File: src/rtl/rxq_pkg.sv
package rxq_pkg;

  // strobes from control to datapath
  typedef struct packed {
    logic push;      // store rxData at tail
    logic pop;       // retire head entry
  } rxqCtl_t;

  // threshold code -> byte count
  function automatic int trigBytes(input logic [1:0] sel);
    case (sel)
      2'd0:    trigBytes = 1;
      2'd1:    trigBytes = 4;
      2'd2:    trigBytes = 8;
      default: trigBytes = 14;
    endcase
  endfunction

endpackage

File: src/rtl/rxq_datapath.sv
module rxq_datapath
  import rxq_pkg::*;
#(
  parameter int DATA_W = 8,
  parameter int DEPTH  = 16,
  localparam int PTR_W = (DEPTH > 1) ? $clog2(DEPTH) : 1,
  localparam int CNT_W = $clog2(DEPTH + 1)
) (
  input  logic              clk,
  input  logic              rstN,
  input  rxqCtl_t           ctl,
  input  logic [DATA_W-1:0] wrData,
  output logic [DATA_W-1:0] headData,
  output logic [CNT_W-1:0]  fillCount
);

  localparam logic [PTR_W-1:0] LAST_IDX = PTR_W'(DEPTH - 1);

  logic [PTR_W-1:0]  wrPtr, rdPtr;
  logic [DATA_W-1:0] slotData [DEPTH];

  function automatic logic [PTR_W-1:0] nextIdx(input logic [PTR_W-1:0] idx);
    nextIdx = (idx == LAST_IDX) ? '0 : idx + 1'b1;
  endfunction

  // one register bank per entry, written when the tail points at it
  for (genvar g = 0; g < DEPTH; g++) begin : gSlot
    always_ff @(posedge clk) begin
      if (!rstN) begin
        slotData[g] <= '0;
      end else if (ctl.push && (wrPtr == PTR_W'(g))) begin
        slotData[g] <= wrData;
      end
    end
  end

  always_ff @(posedge clk) begin
    if (!rstN) begin
      wrPtr <= '0;
      rdPtr <= '0;
    end else begin
      if (ctl.push) wrPtr <= nextIdx(wrPtr);
      if (ctl.pop)  rdPtr <= nextIdx(rdPtr);
    end
  end

  always_ff @(posedge clk) begin
    if (!rstN) begin
      fillCount <= '0;
    end else begin
      case ({ctl.push, ctl.pop})
        2'b10:   fillCount <= fillCount + 1'b1;
        2'b01:   fillCount <= fillCount - 1'b1;
        default: fillCount <= fillCount;
      endcase
    end
  end

  assign headData = slotData[rdPtr];

endmodule

File: src/rtl/rxq_control.sv
module rxq_control
  import rxq_pkg::*;
#(
  parameter int DEPTH     = 16,
  parameter int TO_CHARS  = 4,
  localparam int CNT_W    = $clog2(DEPTH + 1),
  localparam int TO_W     = $clog2(TO_CHARS + 1)
) (
  input  logic             clk,
  input  logic             rstN,
  input  logic             rxValid,
  input  logic             rdEn,
  input  logic             statusRd,
  input  logic             charTick,
  input  logic             rxIntEn,
  input  logic [1:0]       trigSel,
  input  logic [CNT_W-1:0] fillCount,
  output rxqCtl_t          ctl,
  output logic             overrunFlag,
  output logic             dataAvailReq,
  output logic             idleReq
);

  localparam logic [TO_W-1:0] TO_LIMIT = TO_W'(TO_CHARS);

  logic isFull, isEmpty, dropByte, idleRestart, idleAdvance, idleExpired;
  logic [TO_W-1:0] idleCnt;

  assign isFull  = (fillCount == CNT_W'(DEPTH));
  assign isEmpty = (fillCount == '0);

  // strobes to the datapath
  assign ctl.push = rxValid && !isFull;
  assign ctl.pop  = rdEn && !isEmpty;
  assign dropByte = rxValid && isFull;

  // overrun: set dominates clear
  always_ff @(posedge clk) begin
    if (!rstN)         overrunFlag <= 1'b0;
    else if (dropByte) overrunFlag <= 1'b1;
    else if (statusRd) overrunFlag <= 1'b0;
  end

  // idle timer counts character strobes between queue accesses
  assign idleExpired = (idleCnt == TO_LIMIT);
  assign idleRestart = ctl.push || ctl.pop || isEmpty;
  assign idleAdvance = charTick && !idleRestart && !idleExpired;

  always_ff @(posedge clk) begin
    if (!rstN)            idleCnt <= '0;
    else if (idleRestart) idleCnt <= '0;
    else if (idleAdvance) idleCnt <= idleCnt + 1'b1;
  end

  // interrupt requests
  assign dataAvailReq = rxIntEn && (int'(fillCount) >= trigBytes(trigSel));
  assign idleReq      = rxIntEn && idleExpired && !isEmpty;

endmodule

File: src/rtl/rx_byte_queue.sv
module rx_byte_queue
  import rxq_pkg::*;
#(
  parameter int DATA_W   = 8,
  parameter int DEPTH    = 16,
  parameter int TO_CHARS = 4,
  localparam int CNT_W   = $clog2(DEPTH + 1)
) (
  input  logic              clk,
  input  logic              rstN,
  input  logic              rxValid,
  input  logic [DATA_W-1:0] rxData,
  input  logic              rdEn,
  output logic [DATA_W-1:0] rdData,
  input  logic              statusRd,
  input  logic [1:0]        trigSel,
  input  logic              rxIntEn,
  input  logic              charTick,
  output logic [CNT_W-1:0]  level,
  output logic              overrun,
  output logic              dataAvailIrq,
  output logic              timeoutIrq
);

  rxqCtl_t ctlBus;

  rxq_control #(.DEPTH(DEPTH), .TO_CHARS(TO_CHARS)) u_ctl (
    .clk          (clk),
    .rstN         (rstN),
    .rxValid      (rxValid),
    .rdEn         (rdEn),
    .statusRd     (statusRd),
    .charTick     (charTick),
    .rxIntEn      (rxIntEn),
    .trigSel      (trigSel),
    .fillCount    (level),
    .ctl          (ctlBus),
    .overrunFlag  (overrun),
    .dataAvailReq (dataAvailIrq),
    .idleReq      (timeoutIrq)
  );

  rxq_datapath #(.DATA_W(DATA_W), .DEPTH(DEPTH)) u_dp (
    .clk       (clk),
    .rstN      (rstN),
    .ctl       (ctlBus),
    .wrData    (rxData),
    .headData  (rdData),
    .fillCount (level)
  );

endmodule

File: config.mk
export PLATFORM = sky130hd
export DESIGN_NAME = rx_byte_queue
export DESIGN_NICKNAME = d
export VERILOG_FILES = /design/src/rtl/rxq_pkg.sv /design/src/rtl/rxq_datapath.sv /design/src/rtl/rxq_control.sv /design/src/rtl/rx_byte_queue.sv
export SDC_FILE = /design/constraint.sdc
export NUM_CORES = 1
export LEC_CHECK = 0
export BUFFER_PORTS_ARGS = -buffer_cell sky130_fd_sc_hd__buf_2
export CORE_UTILIZATION = 45
export DETAILED_ROUTE_END_ITERATION = 8
export GPL_TIMING_DRIVEN = 0
export SLEW_MARGIN = 25
export SYNTH_ARGS = -nofsm -noshare
export SYNTH_HDL_FRONTEND = slang
export SYNTH_HIERARCHICAL = 1
export SYNTH_SLANG_ARGS = --single-unit
File: constraint.sdc
create_clock -name clk -period 5.1 [get_ports clk]
set_clock_uncertainty 0.05 [all_clocks]
set_input_delay 0.765 -clock clk [delete_from_list [all_inputs] [get_ports clk]]
set_output_delay 0.765 -clock clk [all_outputs]
set_load 0.03 [all_outputs]
==> Word level (Yosys, flattened, before mapping) <==
Memories as Yosys holds them, arrays and structs flattened. A register that Yosys moved wholly into a read port is not among the register bits.
Cells that the tools add are included.
{ "word_totals": {"reg_bits": 17, "latch_bits": 0, "ramBits": 128, "romBits": 0, "output_inout_bits": 16, "memories": 1} }
{ "classes": {"n_addsub": 5, "n_mul": 0, "div_mod_pow": 0, "n_lt_le_gt_ge": 1, "eq_ne": 22, "shifts": 0, "mux": 73, "n_bitwise": 17, "n_reduce_logical": 36} }
{ "memory_table": {"columns": ["name", "words", "width", "rd", "rd_clocked_by_memory_dff", "wr", "line_no", "rtl"], "rows": [
  ["u_dp.slotData", 16, 8, 1, 1, 16, "rxq_datapath.sv:20", "logic [DATA_W-1:0] slotData [DEPTH];"]
]} }
{ "ops": {"columns": ["cell", "n"], "rows": [
  ["$mux W8", 16],
  ["$mux W1", 51],
  ["$eq A4 B4 Y1 const B", 9],
  ["$logic_and A1 B1 Y1", 24],
  ["$eq A4 B3 Y1 const B", 4],
  ["$mux W4", 4],
  ["$or A1 B1 Y1", 16],
  ["$pmux W4 S3", 1],
  ["$pmux W5 S2", 1],
  ["$add A4 B1 Y4 const B", 2],
  ["$eq A4 B2 Y1 const B", 2],
  ["$add A5 B1 Y5 const B", 1],
  ["$eq A5 B5 Y1 const B", 1],
  ["$ge A5 B4 Y1", 1],
  ["$logic_not A5 Y1", 1],
  ["$sub A5 B1 Y5 const B", 1],
  ["$eq A2 B1 Y1 const B", 2],
  ["$eq A2 B2 Y1 const B", 2],
  ["$eq A4 B1 Y1 const B", 1],
  ["$logic_not A1 Y1", 4],
  ["$logic_not A4 Y1", 1],
  ["$reduce_bool A2 Y1", 2],
  ["$add A3 B1 Y3 const B", 1],
  ["$eq A3 B3 Y1 const B", 1],
  ["other kinds (4)", 5]
]} }

==> Logic depth before layout (Yosys ltp) <==
Gate-level depths: netlist (run 1).
{ "depth": {"depth_word": 8, "depth_mapped": 12, "ltp_nobuf": 10} }

==> Hierarchy <==
Netlist (run 1), hierarchy kept.
{ "by_module_without_submodules": {"columns": ["module", "instances", "cells_each", "area_per_inst_um2"], "rows": [
  ["rxq_datapath", 1, 468, 6759.0],
  ["rxq_control", 1, 47, 377.9]
]} }

==> Worst setup path after synthesis (run 1) <==
Ideal clock, no wire load.
{ "synth_timing": {"path_type": "register -> register", "from": "reg u_dp.fillCount[1]", "to": "reg u_dp.fillCount[2]", "setup_time_ps": 76, "arrival_time_ps": 2731, "setup_slack_ps": 2244, "stages_incl_launch_ff": 12, "synth_period_minus_slack_ps": 2856, "path_cell_list": "dfxtp_1 -> or4_4 -> nor2_1 -> nor2_1 -> ha_1 -> clkbuf_1 -> xor2_1 -> ha_1 -> a21oi_1 -> xor2_1 -> or3_1 -> a21boi_0"} }
{ "synth_lines": {"columns": ["item", "line_no", "rtl"], "rows": [
  ["start: declaration", "rxq_datapath.sv:14", "output logic [CNT_W-1:0] fillCount"],
  ["start signal: assignment", "rxq_datapath.sv:52", "2'b10: fillCount <= fillCount + 1'b1;"],
  ["start signal: assignment", "rxq_datapath.sv:53", "2'b01: fillCount <= fillCount - 1'b1;"],
  ["start signal: assignment", "rxq_datapath.sv:54", "default: fillCount <= fillCount;"]
]} }

==> results.md, run 1 <==
* Area Overhead vs Synth at 14.15%
* Asr flop ratio synth at 0%
* Overall Power at 3.597 mW
* Clock sink count at 149
* Distinct cells, synth at 46
* TritonCTS clock tree: yes
* CTS buffer count at 17
* Grt total ovfl at 0
* Layout cells sized above 1 at 16.70%
* First-pass GRT wire length at 25.84 mm
* Worst-Skew Late Latency at 0.41 ns
* Clk root buf: clkbuf_16
* Slowest-stage cell, CP: dfxtp_1
* Total track usage at 22.31%
* CTS H-Tree Depth at 4
* Ant diodes at 0
* Pleak at 3.085 nW
* Ports at 33
* CP required at 5.39 ns
* CP Capture Type: flip-flop
* Tcrit/Tclk final at 62.36%
* Primary FF master, synth: edfxtp_1
* CP startpoint kind: flip-flop
* Routed Antenna Nets at 0
* Max FO, Critical Path at 13
* Most common cell in the synthesized netlist: and2_1
* Finish-stage setup viols at 0
* Total wire length at 16.84 mm
* FMAX at 0.3144 GHz
* EDFF count, synth at 128
* Routed len/inst at 21.27 um
* Number of global-route vias before repair at 4357
* Status: complete, no violations
* Die ar. at 16370 um^2
* Mapped Area at 7137 um^2
* Relative slew slack at 35.04%
* Arrival @ worst endpoint at 3.47 ns
* Critical path type: flip-flop to flip-flop
* Initial Utilization at 46.60%
* Top Family by Delay on Critical Path: simple AND/OR/NAND/NOR gates
* Hpwl dp at 11.72 mm
* Post-synthesis average cell area at 13.86 um^2
* Vias at 4334
* DRT iter0 DRCs at 345
* Sequential area share after synthesis at 59.75%
* Final slew viol count at 0
* Max Cap Viol at 0
* Row Count at 45
* Largest net degree at the start of global routing at 17
* Total core area at 15310 um^2
* Fin Setup TNS at 0 ns
* Worst hold path class: flip-flop to flip-flop
* Vias/cell at 5.472
* Seq cells post-synth at 149
* Slew @ Worst Pin at 0.9678 ns
* Die span in y at 127.9 um
* CP cell instances: or4_4, nor2_1, nor2_1, ha_1, clkbuf_1, xor2_1, ha_1, a21oi_1, xor2_1, or3_1, a21boi_0
* Nets@finish at 601
* Worst ir drop on vdd at 0.2667 mV
* Die width at 127.9 um
* Post-CTS Resized at 0
* # DRC at 0
* Longest Clk Path Bufs at 2
* Post-CTS Setup Bufs at 0
* RD Place Congestion at 0.7990
* 1st-pass router iterations at 4
* Port bufs at 32
* Reg clk slew, reported paths at 0.06 ns
* Period minus WS final at 3.180 ns
* Mapped Nets at 547
* WP buf/inv at 1
* Max stage delay on crit path at 0.58 ns
* Pwr Density at 441.6 nW/um^2
* Final hold vios at 0
* Synth area leaders: edfxtp_1 (54%), and2_1 (12%), dfxtp_1 (5.9%), mux4_2 (5.7%), mux4_1 (5.2%)
* Hold_buf cts at 0
* Synth cell count leaders: and2_1 (134), edfxtp_1 (128), nor2_1 (24), o21ai_0 (24), dfxtp_1 (21)
* YS warnings at 6
* Area leader, netlist: edfxtp_1
* Synth top area share at 53.86%
* Unrepaired setup endpoints after global routing: no
* Post-synthesis cell count at 515
* Initial antenna violation count at 0
## final timing paths
check,from,end,slack (ns),cells after the start
max,u_dp/fillCount[2]$_SDFFE_PN0P_,u_dp/fillCount[2]$_SDFFE_PN0P_,1.92,11
min,u_ctl/idleCnt[1]$_SDFFE_PP0P_,u_ctl/idleCnt[1]$_SDFFE_PP0P_,0.47,2
max reg2reg,u_dp/fillCount[2]$_SDFFE_PN0P_,u_dp/fillCount[2]$_SDFFE_PN0P_,1.92,11
min reg2reg,u_ctl/idleCnt[1]$_SDFFE_PP0P_,u_ctl/idleCnt[1]$_SDFFE_PP0P_,0.47,2
## area by class of cell
| type | count | area [um^2] |
|---|---|---|
| inverter | 11 | 41.29 |
| tap | 211 | 264.0 |
| clock buffer | 18 | 429.2 |
| clock inverter | 13 | 133.9 |
| sequential | 149 | 4264 |
| buffer | 25 | 143.9 |
| multi-input combinational | 330 | 2688 |
| fill | 1364 | 7168 |
| timing repair buffer | 35 | 182.7 |
## worst min-delay path, stage by stage (launching register included)
cell     delay (ns)
dfxtp_1        0.32
o21ai_0        0.08
a21oi_1        0.06
## sequential cells by signal (all words and copies together), names as in the netlist, named ones only
register,cells
u_ctl/overrunFlag,1
u_dp/wrPtr,4
u_dp/rdPtr,4
u_dp/slotData,128
u_ctl/idleCnt,3
u_dp/fillCount,5
## power breakdown
part,switching (mW),leakage (nW),internal (mW)
Combinational,0.539,1.32,0.378
Clock,0.482,0.272,0.715
Sequential,0.0710,1.50,1.41
## stage by stage
step | util, % | instances | hold slack [ns] | instance area, um^2 | setup WS [ns]
after CTS | 53.19 | 792 | 0.4655 | 8147 | 1.898
after global routing | 53.19 | 792 | 0.5040 | 8147 | 1.630
final | 53.19 | 792 | 0.4671 | 8147 | 1.920
after floorplan | - | 515 | 0.4163 | 7137 | 2.244
after global placement | 49.37 | 758 | 0.4306 | 7561 | 1.883
after detailed placement | 49.52 | 761 | 0.4587 | 7584 | 1.834
## layer usage
| metal | GRT usage, % | wire (um) | vias to the layer above | share of wire, % |
|---|---|---|---|---|
| met4 | 7.889 | 325 | 0 | 1.9 |
| li1 | - | - | 2012 | - |
| met2 | 35.04 | 7952 | 115 | 47 |
| met1 | 30.27 | 7360 | 2187 | 44 |
| met5 | 0 | 0 | - | 0 |
| met3 | 5.509 | 1203 | 20 | 7.1 |
## cell families (layout without fill, tap and decap cells)
group / after synthesis / count (layout) / share of synthesized area, %
adders and majority gates: 15 / 15 / 2.630
xor gates and xnor gates: 8 / 8 / 0.9817
DFF: 149 / 149 / 59.75
and+or+nand+nor: 212 / 212 / 17.32
buffers and inverters: 36 / 102 / 2.595
muxes: 36 / 36 / 11.40
AOI/OAI and AO/OA: 59 / 59 / 5.330
## cells in the final DEF (no fill, tap or decap), drive strengths merged, types with 2 or more instances in the layout
master	count
a21boi	2
a21oi	6
a22oi	16
and2	134
and4b	2
buf	43
bufinv	2
clkbuf	32
clkdlybuf4s25	3
clkinv	6
clkinvlp	3
dfxtp	21
edfxtp	128
ha	15
inv	13
mux2i	4
mux4	32
nand2	20
nand2b	7
nand3	4
nand4	2
nor2	24
nor2b	7
nor3	3
nor3b	2
o211ai	2
o21ai	24
xnor2	4
xor2	4
Power figures use the tool's default switching activity.
==> run 2, diff against run 1 <==
==> constraint.sdc (replaced) <==
create_clock -name clk -period 3.03 [get_ports clk]
set_clock_uncertainty 0.05 [all_clocks]
set_input_delay 0.4545 -clock clk [delete_from_list [all_inputs] [get_ports clk]]
set_output_delay 0.4545 -clock clk [all_outputs]
set_load 0.03 [all_outputs]
==> run 2 against run 1 <==
Die area is the same. Largest power group unchanged. Cell count is the same. Via count grew 0.69%. Clock-buffer cell count is the same. Wire length shrank 0.14%. Worst hold slack lost 0.14 ns.
==> results.md, run 2 (synthesis results as in run 1) <==
* # DRC at 0 (unchanged)
* Grt total ovfl at 0 (unchanged)
* Final hold vios at 0 (unchanged)
* Most common cell after layout, fill and taps aside: and2_1
* Nets@finish at 601 (unchanged)
* CP required at 3.31 ns (-2.08 ns)
* Row Count at 45 (unchanged)
* Worst R2R Start: u_dp/fillCount[0]$_SDFFE_PN0P_
* Port bufs at 32 (unchanged)
* R2R Setup Slk at 0.18 ns (-1.74 ns)
* Relative slew slack at 32.81% (-2.2 points)
* Largest register FFs at 128 (unchanged)
* Worst hold path class: input pin to flip-flop
* TritonCTS clock tree: yes
* Unrepaired setup endpoints after global routing: no
* Critical Path Source: u_dp/fillCount[0]$_SDFFE_PN0P_
* Longest Clk Path Bufs at 2 (unchanged)
* FMAX at 0.3506 GHz (+11%)
* Final slew viol count at 0 (unchanged)
* CTS buffer count at 17 (unchanged)
* CP startpoint kind: flip-flop
* Hold_buf cts at 0 (unchanged)
* Total track usage at 22.31% (unchanged)
* CTS H-Tree Depth at 4 (unchanged)
* Period minus WS final at 2.852 ns (-0.3277 ns)
* Final core occ at 53.30% (+0.11 points)
* Critical path type: flip-flop to flip-flop
* HP Start: rstN
* CP cell instances: or4_4, nor2_2, nor2_2, ha_1, clkbuf_2, xor2_1, ha_1, a21oi_1, xor2_1, or3_1, a21boi_0
* Number of global-route vias before repair at 4357 (unchanged)
* Largest Register: u_dp/slotData
* First-pass GRT wire length at 25.84 mm (unchanged)
* Clk root buf: clkbuf_16
* Layout cells sized above 1 at 17.90% (+1.2 points)
* Hold_ws at 0.3228 ns (-0.1442 ns)
* Vias at 4364 (+0.69%)
* DRT iter0 DRCs at 341 (-1.2%)
* Routed Antenna Nets at 0 (unchanged)
* Fill cell count at 1362 (-0.15%)
* Vias/cell at 5.510 (+0.69%)
* Worst setup path end: u_dp/fillCount[2]$_SDFFE_PN0P_
* CP Capture Type: flip-flop
* Reg clk slew, reported paths at 0.06 ns (about the same)
* Die span in y at 127.9 um (unchanged)
* Initial Utilization at 46.60% (unchanged)
* Status: complete, no violations
* Slew @ Worst Pin at 1.001 ns (+0.03333 ns)
* Max Cap Viol at 0 (unchanged)
* Post-CTS Setup Bufs at 0 (unchanged)
* Largest net degree at the start of global routing at 17 (unchanged)
* RD Place Congestion at 0.7990 (unchanged)
* Area Overhead vs Synth at 14.38%
* Worst ir drop on vdd at 0.4658 mV (+75%)
* Die width at 127.9 um (unchanged)
* DP Cell Count at 761 (unchanged)
* Fin cells at 792 (unchanged)
* Finish-stage setup viols at 0 (unchanged)
* Ports at 33 (unchanged)
* Biggest regs: u_dp/slotData: 128 flops, u_dp/fillCount: 5 flops
* Pwr Density at 744.0 nW/um^2 (+69%)
* Reg2reg path depth at 11 (unchanged)
* Tcrit/Tclk final at 94.14% (+32 points)
* Routed len/inst at 21.24 um (-0.14%)
* Most frequent cells in the layout: and2_1 (134), edfxtp_1 (128), buf_2 (36)
* Total wire length at 16.82 mm (-0.14%)
* Area taken by multi-input logic gates at 2699 um^2 (+0.42%)
* Initial antenna violation count at 0 (unchanged)
* Placed cell area at 7584 um^2 (unchanged)
* Max stage delay on crit path at 0.56 ns (-0.02 ns)
* Register area at 4268 um^2 (about the same)
* Ant diodes at 0 (unchanged)
* Pleak at 3.091 nW (+0.19%)
* Worst-Skew Late Latency at 0.41 ns (about the same)
* 1st-pass router iterations at 5 (+1)
* Die ar. at 16370 um^2 (unchanged)
* Total core area at 15310 um^2 (unchanged)
* Slowest-stage cell, CP: or4_4
* Hpwl dp at 11.72 mm (unchanged)
* Arrival @ worst endpoint at 3.14 ns (-0.33 ns)
* Final instance area at 8163 um^2 (+0.20%)
* Max FO, Critical Path at 9 (-4)
* Reg2reg end: u_dp/fillCount[2]$_SDFFE_PN0P_
* Clock sink count at 149 (unchanged)
-- run 2: final cells by class --
cell class              count  share of cell area [%]
repair buffers             35                   2.238
clock buffers              18                   5.258
clock inverters            13                   1.640
inverters                  11                  0.5058
well taps                 211                   3.234
multi-input cells         330                   33.06
plain buffers              25                   1.778
flip-flops and latches    149                   52.28
-- run 2: routing by layer --
metal	track usage [%]	vias up	share of wire [%]
met2	35.04	118	47
met3	5.509	20	5.8
met1	30.27	2212	45
met5	0	-	0
li1	-	2014	-
met4	7.889	0	2.0
-- run 2: how the worst min path moves through the flow --
| stage | to | cells after the start | slack (ns) |
|---|---|---|---|
| floorplan | u_ctl/idleCnt[0]$_SDFFE_PP0P_ | 2 | 0.42 |
| global placement | u_ctl/idleCnt[0]$_SDFFE_PP0P_ | 2 | 0.43 |
| detailed placement | u_ctl/idleCnt[1]$_SDFFE_PP0P_ | 2 | 0.46 |
| CTS | u_ctl/overrunFlag$_SDFFE_PN0P_ | 2 | 0.30 |
| global route | u_dp/fillCount[4]$_SDFFE_PN0P_ | 3 | 0.33 |
| finish | u_ctl/overrunFlag$_SDFFE_PN0P_ | 2 | 0.32 |
-- run 2: power by group --
part | switching, mW | internal, mW
Combinational | 0.912 | 0.645
Sequential | 0.124 | 2.38
Clock | 0.809 | 1.20
-- run 2: per-stage QoR --
step	setup TNS [ns]	total power [mW]	worst slack (ns)
3_3_place_gp	-0.08073	4.048	-0.01061
2_1_floorplan	0	3.609	0.1735
4_1_cts	0	6.117	0.04274
6_report	0	6.073	0.1776
3_5_place_dp	-0.1840	4.086	-0.1529
5_1_grt	0	6.327	0.01351
-- run 2: critical path, delay by kind of cell, from the launching register on --
kind	cells	cell delay [ns]
AO/OA/AOI/OAI	2	0.34
XOR/XNOR	2	0.27
adder cells (fa/ha/maj)	2	0.45
buffers and inverters	1	0.18
flip-flops	1	0.38
AND/OR/NAND/NOR	4	1.10
-- run 2: timing repair --
| item | in CTS | in global routing |
|---|---|---|
| resized for setup | 5 | 3 |
| hold endpoints to repair | 0 | 0 |
| setup endpoints to repair | 2 | 1 |
| pin swaps | 0 | 0 |
==> run 3, diff against run 2 <==
--- a/config.mk
+++ b/config.mk
@@ -9,6 +9,7 @@
 export CORE_UTILIZATION = 45
 export DETAILED_ROUTE_END_ITERATION = 8
 export GPL_TIMING_DRIVEN = 0
+export SETUP_SLACK_MARGIN = 0.2
 export SLEW_MARGIN = 25
 export SYNTH_ARGS = -nofsm -noshare
 export SYNTH_HDL_FRONTEND = slang
==> run 3 against run 2 <==
First-iteration DRC count rose by 40%. Clock-buffer cell count did not move. Via count increased by 0.69%. Power fell by 1.2%. Sequential power about the same. Worst hold slack lost 0.020 ns. Wire length decreased by 2.6%. Fmax up 4.5%. Sequential cell count did not move.
==> results.md, run 3 (synthesis results as in run 1) <==
* Status: complete, no violations
* Critical path type: flip-flop to output pin
* TritonCTS clock tree: yes
* Largest register FFs at 128 (unchanged)
* DRT iter0 DRCs at 479 (+40%)
* Clk root buf: clkbuf_16
* Final instance area at 8159 um^2 (about the same)
* Hold_ws at 0.3033 ns (-0.01958 ns)
* Ant diodes at 0 (unchanged)
* Die span in y at 127.9 um (unchanged)
* Max FO, Critical Path at 10 (+1)
* Total core area at 15310 um^2 (unchanged)
* RD Place Congestion at 0.7800 (-2.4%)
* Relative slew slack at 33.88% (+1.1 points)
* Nets@finish at 600 (-0.17%)
* Finish-stage setup viols at 0 (unchanged)
* Pleak at 3.076 nW (-0.50%)
* Worst ir drop on vdd at 0.4705 mV (+1.0%)
* Most frequent cells in the layout: and2_1 (134), edfxtp_1 (128), buf_2 (36)
* Final core occ at 53.28% (about the same)
* Die width at 127.9 um (unchanged)
* CP Capture Type: output pin
* Vias/cell at 5.555 (+0.81%)
* CP required at 2.53 ns (-0.78 ns)
* Total wire length at 16.39 mm (-2.6%)
* CTS H-Tree Depth at 4 (unchanged)
* Die ar. at 16370 um^2 (unchanged)
* First-pass GRT wire length at 25.58 mm (-1.0%)
* Period minus WS final at 2.728 ns (-0.1240 ns)
* Hpwl dp at 11.54 mm (-1.6%)
* Max Cap Viol at 0 (unchanged)
* Largest Register: u_dp/slotData
* Total track usage at 21.95% (-0.36 points)
* CP startpoint kind: flip-flop
* Placed cell area at 7579 um^2 (about the same)
* Slew @ Worst Pin at 0.9852 ns (-0.01596 ns)
* Arrival @ worst endpoint at 2.22 ns (-0.92 ns)
* HP Start: statusRd
* Reg clk slew, reported paths at 0.06 ns (about the same)
* Most common cell after layout, fill and taps aside: and2_1
* Initial antenna violation count at 0 (unchanged)
* Pwr Density at 735.7 nW/um^2 (-1.1%)
* FMAX at 0.3665 GHz (+4.5%)
* Number of global-route vias before repair at 4402 (+1.0%)
* Worst-Skew Late Latency at 0.42 ns (about the same)
* # DRC at 0 (unchanged)
* Area Overhead vs Synth at 14.32% (about the same)
* 1st-pass router iterations at 5 (unchanged)
* Longest Clk Path Bufs at 2 (unchanged)
* Setup WS post-layout at 0.3016 ns (+0.1240 ns)
* Grt total ovfl at 0 (unchanged)
* Tcrit/Tclk final at 90.05% (-4.1 points)
* Fin Setup TNS at 0 ns (unchanged)
* Clock sink count at 149 (unchanged)
* Final slew viol count at 0 (unchanged)
* Final hold vios at 0 (unchanged)
* Unrepaired setup endpoints after global routing: no
* Worst hold path class: input pin to flip-flop
* Initial Utilization at 46.60% (unchanged)
* Ports at 33 (unchanged)
* Routed Antenna Nets at 0 (unchanged)
* Largest net degree at the start of global routing at 17 (unchanged)
* Worst R2R Start: u_dp/fillCount[1]$_SDFFE_PN0P_
* CTS buffer count at 17 (unchanged)
* Routed len/inst at 20.72 um (-2.5%)
* Vias at 4394 (+0.69%)
* Layout cells sized above 1 at 17.93% (+0.031 points)
* Row Count at 45 (unchanged)
* Biggest regs: u_dp/slotData: 128 flops, u_dp/fillCount: 5 flops
* Worst slack, placed at -0.01577 ns (+0.1372 ns)
* Port bufs at 32 (unchanged)
==> run 3: cell type report <==
type                       instances  area (um^2)
multi-input combinational        330         2718
clock buffer                      18        429.2
fill                            1315         7156
clock inverter                    13        111.4
buffer                            25        147.6
sequential                       149         4273
timing repair buffer              34        175.2
inverter                          11        41.29
tap                              211        264.0
==> run 3: timing repair <==
item                       in CTS  in global routing
pin swaps                       0                  1
setup endpoints to repair       2                  2
hold buffers                    0                  0
resized for setup               4                  9
gates cloned                    0                  0
buffers inserted                0                  0
==> run 3: per-layer routing <==
metal / GRT usage (%) / vias up / routed length (um)
met2: 35.71 / 122 / 7937
met1: 29.42 / 2240 / 7356
met5: 0 / - / 0
met3: 4.341 / 19 / 817
li1: - / 2013 / -
met4: 7.820 / 0 / 276
==> run 3: report_power, final <==
part,total [mW],switching [mW],internal (mW)
clock,1.93,0.816,1.12
sequential,2.50,0.122,2.38
combinational,1.56,0.908,0.657
==> run 3: stage by stage <==
stage	cells	total power [mW]
after global placement	758	4.042
after detailed placement	760	4.074
after floorplan	515	3.611
after global routing	791	6.266
after CTS	791	6.015
final	791	6.003
==> run 3: worst paths after layout <==
kind	end	slack, ns	depth (start not counted)
setup / recovery	rdData[2]	0.30	6
hold / removal	u_ctl/overrunFlag$_SDFFE_PN0P_	0.30	4
setup reg to reg	u_dp/fillCount[2]$_SDFFE_PN0P_	0.32	11
hold reg to reg	u_ctl/idleCnt[0]$_SDFFE_PP0P_	0.45	2
==> run 3: worst max-delay path: stages, from the launching register on <==
cell and delay (ns):
dfxtp_1 0.32, buf_6 0.13, buf_6 0.19, mux4_1 0.65
a22oi_1 0.25, nand2_1 0.09, buf_2 0.18
